$ cat src/rtl/dual_scan_panel_timing.sv
module dual_scan_panel_timing #(
  parameter int LINE_XFERS = 160,
  parameter int HALF_LINES = 240,
  parameter int HS_HIGH    = 6,
  parameter int HS_LOW     = 10,
  parameter int VS_HIGH    = 7,
  parameter int CLK_DIV    = 10
) (
  input  logic        clk,
  input  logic        rst,
  input  logic        enable,
  input  logic [31:0] upper_data,
  input  logic        upper_valid,
  output logic        upper_ready,
  input  logic [31:0] lower_data,
  input  logic        lower_valid,
  output logic        lower_ready,
  output logic [3:0]  pix_up,
  output logic [3:0]  pix_lo,
  output logic        pix_clk,
  output logic        hsync,
  output logic        vsync,
  output logic        frame_done,
  output logic        underrun
);
  localparam int SYNC_LEN = HS_HIGH + HS_LOW;
  localparam int DW = (CLK_DIV > 1) ? $clog2(CLK_DIV) : 1;
  localparam int XW = $clog2(LINE_XFERS + 1);
  localparam int LW = (HALF_LINES > 1) ? $clog2(HALF_LINES) : 1;
  localparam int SW = $clog2(SYNC_LEN + 1);

  logic [DW-1:0] div_q;
  logic [XW-1:0] xcnt_q;
  logic [LW-1:0] line_q;
  logic [SW-1:0] scnt_q;
  logic [2:0]    nib_q;
  logic          hi_q, sync_q;
  logic          tick, line_full, gate_ok, fire;

  assign tick      = (div_q == DW'(CLK_DIV - 1));
  assign line_full = (xcnt_q == XW'(LINE_XFERS));
  assign gate_ok   = (xcnt_q != '0) || (line_q != '0) || enable;
  assign fire      = tick && !hi_q && !sync_q && !line_full &&
                     upper_valid && lower_valid && gate_ok;

  assign upper_ready = fire && (nib_q == 3'd7);
  assign lower_ready = upper_ready;
  assign pix_clk     = hi_q;
  assign hsync       = sync_q && (scnt_q < SW'(HS_HIGH));
  assign vsync       = sync_q && (line_q == '0) && (scnt_q < SW'(VS_HIGH));

  always_ff @(posedge clk) begin
    if (rst || tick) div_q <= '0;
    else             div_q <= div_q + 1'b1;
  end

  always_ff @(posedge clk) begin
    if (rst) begin
      xcnt_q <= '0; line_q <= '0; scnt_q <= '0; nib_q <= '0;
      hi_q <= 1'b0; sync_q <= 1'b0; frame_done <= 1'b0; underrun <= 1'b0;
      pix_up <= '0; pix_lo <= '0;
    end else begin
      frame_done <= 1'b0;
      if (tick) begin
        if (hi_q) begin
          hi_q <= 1'b0;
        end else if (sync_q) begin
          if (scnt_q == SW'(SYNC_LEN - 1)) begin
            sync_q <= 1'b0;
            scnt_q <= '0;
            xcnt_q <= '0;
            if (line_q == LW'(HALF_LINES - 1)) begin
              line_q     <= '0;
              frame_done <= 1'b1;
            end else begin
              line_q <= line_q + 1'b1;
            end
          end else begin
            scnt_q <= scnt_q + 1'b1;
          end
        end else if (line_full) begin
          sync_q <= 1'b1;
          scnt_q <= '0;
          pix_up <= '0;
          pix_lo <= '0;
        end else if (fire) begin
          hi_q   <= 1'b1;
          pix_up <= upper_data[{nib_q, 2'b00} +: 4];
          pix_lo <= lower_data[{nib_q, 2'b00} +: 4];
          nib_q  <= nib_q + 1'b1;
          xcnt_q <= xcnt_q + 1'b1;
        end else if (xcnt_q != '0) begin
          underrun <= 1'b1;
        end
      end
    end
  end


  pclk_data_stable_chk: assert property (@(posedge clk) disable iff (rst)
    (pix_clk && $past(pix_clk)) |-> ($stable(pix_up) && $stable(pix_lo)));

  ready_then_clock_chk: assert property (@(posedge clk) disable iff (rst)
    upper_ready |=> pix_clk);

  both_valid_chk: assert property (@(posedge clk) disable iff (rst)
    upper_ready |-> (upper_valid && lower_valid));

  sync_quiet_chk: assert property (@(posedge clk) disable iff (rst)
    hsync |-> (!pix_clk && pix_up == 4'd0 && pix_lo == 4'd0));

  vsync_first_line_chk: assert property (@(posedge clk) disable iff (rst)
    vsync |-> (line_q == '0 && sync_q));

  frame_done_single_chk: assert property (@(posedge clk) disable iff (rst)
    frame_done |=> !frame_done);

  underrun_sticky_chk: assert property (@(posedge clk) disable iff (rst)
    underrun |=> underrun);

  underrun_stall_chk: assert property (@(posedge clk) disable iff (rst)
    $rose(underrun) |-> !pix_clk);
endmodule

$ cat config.mk
export PLATFORM = sky130hd
export DESIGN_NAME = dual_scan_panel_timing
export DESIGN_NICKNAME = d
export VERILOG_FILES = /design/src/rtl/dual_scan_panel_timing.sv
export SDC_FILE = /design/constraint.sdc
export NUM_CORES = 1
export LEC_CHECK = 0
export BUFFER_PORTS_ARGS = -buffer_cell sky130_fd_sc_hd__buf_2
export CORE_MARGIN = 5
export CORE_UTILIZATION = 50
export CTS_CLUSTER_DIAMETER = 60
export DETAILED_ROUTE_END_ITERATION = 10
export PLACE_DENSITY_LB_ADDON = 0.25
export SLEW_MARGIN = 40
export SYNTH_ARGS = -nofsm -noshare
export SYNTH_HDL_FRONTEND = slang
export SYNTH_SLANG_ARGS = --single-unit
$ cat constraint.sdc
create_clock -name clk -period 2.2 [get_ports clk]
set_input_delay 0.11 -clock clk [delete_from_list [all_inputs] [get_ports clk]]
set_output_delay 0.11 -clock clk [all_outputs]
set_load 0.01 [all_outputs]
# ---- Word-level counts from Yosys, hierarchy flattened
# Cells that the tools add are included.
dict set report classes {
  n_mux 20
  eq_ne 7
  addsub 5
  n_shift 2
  bitwise 6
  reduce_logical 30
  n_lt_le_gt_ge 2
}
# cell count
set ops {}
lappend ops {{$shiftx A32 B6 Y4} 2}
lappend ops {{$mux W8} 5}
lappend ops {{$add A8 B1 Y8 const B} 2}
lappend ops {{$eq A8 B8 Y1 const B} 2}
lappend ops {{$mux W4} 4}
lappend ops {{$reduce_bool A8 Y1} 2}
lappend ops {{$mux W5} 3}
lappend ops {{$logic_and A1 B1 Y1} 10}
lappend ops {{$lt A5 B3 Y1 const B} 2}
lappend ops {{$reduce_and A5 Y1} 2}
lappend ops {{$logic_not A8 Y1} 1}
lappend ops {{$mux W1} 8}
lappend ops {{$reduce_and A4 Y1} 2}
lappend ops {{$not A1 Y1} 6}
lappend ops {{$reduce_and A6 Y1} 1}
lappend ops {{$reduce_bool A2 Y1} 3}
lappend ops {{$add A5 B1 Y5 const B} 1}
lappend ops {{$eq A5 B4 Y1 const B} 1}
lappend ops {{$reduce_or A5 Y1} 1}
lappend ops {{$add A4 B1 Y4 const B} 1}
lappend ops {{$eq A4 B4 Y1 const B} 1}
lappend ops {{$add A3 B1 Y3 const B} 1}
lappend ops {{$eq A3 B3 Y1 const B} 1}
lappend ops {{$logic_not A1 Y1} 3}
lappend ops {{other kinds (5)} 7}
dict set report word_totals {
  register_bits 40
  output_inout_bits 15
  elab_cells 83
}

# ---- Depth between registers and ports, before layout
dict set report logic_depth {
  word_depth 11
  mapped_depth 9
}

# ---- Worst setup path before layout
# No wires, ideal clock.
dict set report synth_path {
  path_type {reg-to-output}
  start {register line_q[0]}
  end {output upper_ready}
  stages_incl_launch_ff 8
  n_path_buf 1
  path_slack_ns 0.458
  arrival_time_ns 1.632
  cell_sequence {dfxtp_1 inv_1 ha_1 nor4b_4 a32oi_2 o2111ai_4 nor2_1 buf_4}
}
dict set report synth_between {
  elab_chain_len 5
}
# item line_no
set synth_rtl {}
lappend synth_rtl {{from (decl)} 34} ;# logic [LW-1:0] line_q;
lappend synth_rtl {{from (signal assigned)} 76} ;# line_q <= line_q + 1'b1;
lappend synth_rtl {{$reduce_bool A8 Y1} 42} ;# assign gate_ok = (xcnt_q != '0) || (line_q != '0) || enable;
lappend synth_rtl {{$logic_or A1 B1 Y1 (2 in series)} 42}
lappend synth_rtl {{$logic_and A1 B1 Y1} 44} ;# upper_valid && lower_valid && gate_ok;
lappend synth_rtl {{$logic_and A1 B1 Y1} 46} ;# assign upper_ready = fire && (nib_q == 3'd7);
lappend synth_rtl {{to (decl)} 14} ;# output logic upper_ready,
# No other way between the ends.

# ---- Worst setup path after layout
dict set report layout_path {
  start {register line_q[2]}
  end {output lower_ready}
}
dict set report layout_between {
  elab_chain_len 5
}
# item line_no
set layout_rtl {}
lappend layout_rtl {{$reduce_bool A8 Y1} 42}
lappend layout_rtl {{$logic_or A1 B1 Y1 (2 in series)} 42}
lappend layout_rtl {{$logic_and A1 B1 Y1} 44}
lappend layout_rtl {{$logic_and A1 B1 Y1} 46}
lappend layout_rtl {{to (decl)} 17} ;# output logic lower_ready,
# No other way between the ends.

==> out/summary.txt <==
Status: completed
Relative slew slack: 0.621
Max Cap Viol: 0
Tightest Pin Transition: 563 ps
Drt pass-1 iters: 4
Pre-CTS worst setup slack: 356 ps
RR Startpoint: scnt_q[0]
Num Clock Sinks: 40
Final nets: 404
Largest family of logic cells by synthesized area: simple AND/OR/NAND/NOR gates
Final Critical Period: 2040 ps
Simple-Gate Fraction of Synth Area: 0.219
Startpoint Class: flip-flop
Synth Instances: 244
Post-CTS Resized: 0
GR Util met3: 0.0530
DR vias/cell: 5.66
Gr busiest metal: met2
Remaining antenna violation count: 0
Max Fclk: 490 MHz
Clk root buf: clkbuf_8
Yosys cell types: 48
H-tree levels: 2
Post-Syn Area: 0.00245 mm²
PortBufs: 83
Initial antenna violation count: 0
Chip height: 80.0 µm
Core area: 0.00475 mm²
EDFF count, synth: 0
WS Path Type: flip-flop to output pin
Compound-Gate Fraction of Synth Area: 0.142
Setup Viol. Count Final: 0
Skew final: 9.34 ps
Fin. max-slew vios: 0
Clock Latency Late Sink: 290 ps
Overall global routing resource usage: 0.191
CP Capture Type: output pin
Post-synthesis mux area share: 0.192
Drt total wl: 5.75 mm
CTS tree: built
Leakage power: 1.25 nW
Critical Path RT: 2090 ps
# rows: 25
VDD IR max: 252 µV
Largest net degree at the start of global routing: 30
Share of layout cells above drive strength 1: 0.390
Critical path launch point: line_q[2]
Chip Width: 80.0 µm
Vias: 2,224
First-pass GRT wire length: 9.70 mm
Top FF cell, synth: dfxtp_1
Placed cell count: 386
Clock transition at the registers of the reported paths: 80 ps
Synth Register Bits: 40
Die area: 0.00640 mm²
Min-Delay Path Class: primary input to flip-flop
Max clock buf depth: 2
Synthesized Nets: 322
XOR/XNOR share of the synthesized area: 0.0358
Setup WS post-layout: 160 ps
Area growth, synth to finish: 23.7%
Mapped Avg Cell Area: 10.0 µm²
Async SR Flop Fraction: 0
WP data arrival: 1930 ps
GR Overflow Total: 0
Ports: 84
Final hold vios: 0
Gpl congestion: 0.844
Non-filler cells, final: 393
Initial DRC count: 125
DRC: 0
CTS buffer count: 5
RSZ-0062 raised after global routing: no
Synth Area in Adders: 0.0460
Post-synthesis sequential area ratio: 0.327
Max FO, Critical Path: 7
GRT met2 Usage: 0.332
Synth Warn #: 0
Final worst-path cycle share: 0.927
Post-CTS Setup Inserts: 0
P per Cell Area: 436 mW/mm²
Number of global-route vias before repair: 2,229
Initial core utilization: 0.515
Min-delay src: lower_valid
Sum Neg Setup Slack: 0 ps
ANT cells: 0
Wirelength per Cell: 14.6 µm
Met1 GRT Util: 0.219
HPWL Detailed: 4.61 mm
Hold_buf cts: 0
-- per-stage QoR --
stage                     hold slack (ps)  cell area, µm²   util  total power [mW]
after floorplan                       313            2450      -             0.806
after global placement                442            2930  0.617             0.871
after detailed placement              444            2930  0.617             0.875
after CTS                             229            3010  0.634              1.33
after global routing                  241            3030  0.637              1.37
final                                 238            3030  0.637              1.32
-- final cells by class --
type | instances | area [µm²]
Tap cell | 67 | 83.8
Sequential cell | 40 | 801
Timing Repair Buffer | 90 | 468
Inverter | 7 | 26.3
Multi-Input combinational cell | 182 | 1570
Clock buffer | 5 | 68.8
Clock inverter | 2 | 12.5
Fill cell | 417 | 1730
-- report_power, final --
part,internal [mW],leakage (nW),total (mW),switching [mW]
Clock,0.215,0.0400,0.461,0.247
Sequential,0.728,0.323,0.733,0.00482
Combinational,0.0774,0.891,0.125,0.0480
Total,1.02,1.25,1.32,0.299
-- cells by family (layout without fill, tap and decap cells) --
group,count (synthesis),count (layout)
adder cells (fa/ha/maj),9,9
AND/OR/NAND/NOR,87,87
XOR/XNOR,10,10
AO/OA/AOI/OAI,49,49
multiplexers,27,27
flip-flops,40,40
buffers and inverters,22,104
-- worst paths after layout --
path,to,depth (start not counted),slack [ps]
worst max-delay path,lower_ready,5,160
worst min-delay path,pix_clk,3,240
worst max register to register,line_q[7],6,340
worst min register to register,pix_lo[2],1,460
-- state kept, by name, indices dropped and copies added, names as in the netlist --
signal,count
line_q,8
xcnt_q,8
scnt_q,5
div_q,4
pix_lo,4
pix_up,4
nib_q,3
frame_done,1
pix_clk,1
sync_q,1
underrun,1
-- critical path: stages (launching register included) --
cell	delay [ps]
dfxtp_1	370
nor3_1	460
a32oi_4	240
o2111ai_4	340
nor2_2	80
buf_2	150
-- synthesized netlist by cell type, drive strengths merged, types with 4 or more instances --
master / count / area (µm²)
dfxtp: 40 / 801
nor2: 19 / 73.8
a21oi: 16 / 80.1
mux4: 16 / 360
nand2b: 12 / 75.1
mux2i: 11 / 110
o21ai: 11 / 58.8
nand2: 10 / 37.5
buf: 9 / 45.1
ha: 9 / 113
nor3: 9 / 61.3
o2bb2ai: 8 / 70.1
inv: 7 / 26.3
nand3: 7 / 35.0
clkbuf: 6 / 22.5
o22ai: 6 / 37.5
xor2: 6 / 52.6
and3: 5 / 31.3
nand4: 5 / 37.5
nand4b: 4 / 41.3
xnor2: 4 / 35.0
-- layout by cell type (no fill, tap or decap), drive strengths merged, types with 2 or more instances in the layout --
| cell type | count |
|---|---|
| buf | 90 |
| nand2b | 12 |
| nor3 | 9 |
| o21ai | 11 |
| nor3b | 3 |
| a221oi | 2 |
| a21oi | 16 |
| xor2 | 6 |
| o2111ai | 3 |
| nand4 | 5 |
| nor2 | 19 |
| nand2 | 10 |
| and3 | 5 |
| dfxtp | 40 |
| nand3b | 3 |
| clkbuf | 5 |
| nor4 | 2 |
| xnor2 | 4 |
| inv | 7 |
| mux4 | 16 |
| nand3 | 7 |
| o22ai | 6 |
| or3 | 2 |
| mux2i | 11 |
| o2bb2ai | 8 |
| ha | 9 |
| nand4b | 4 |
-- routing by layer --
layer	vias to the layer above	part of all wire
li1	1083	-
met5	-	0
met1	1030	0.40
met3	12	0.086
met4	0	0.021
met2	99	0.49
No activity file was read; power rests on OpenSTA's default activity.
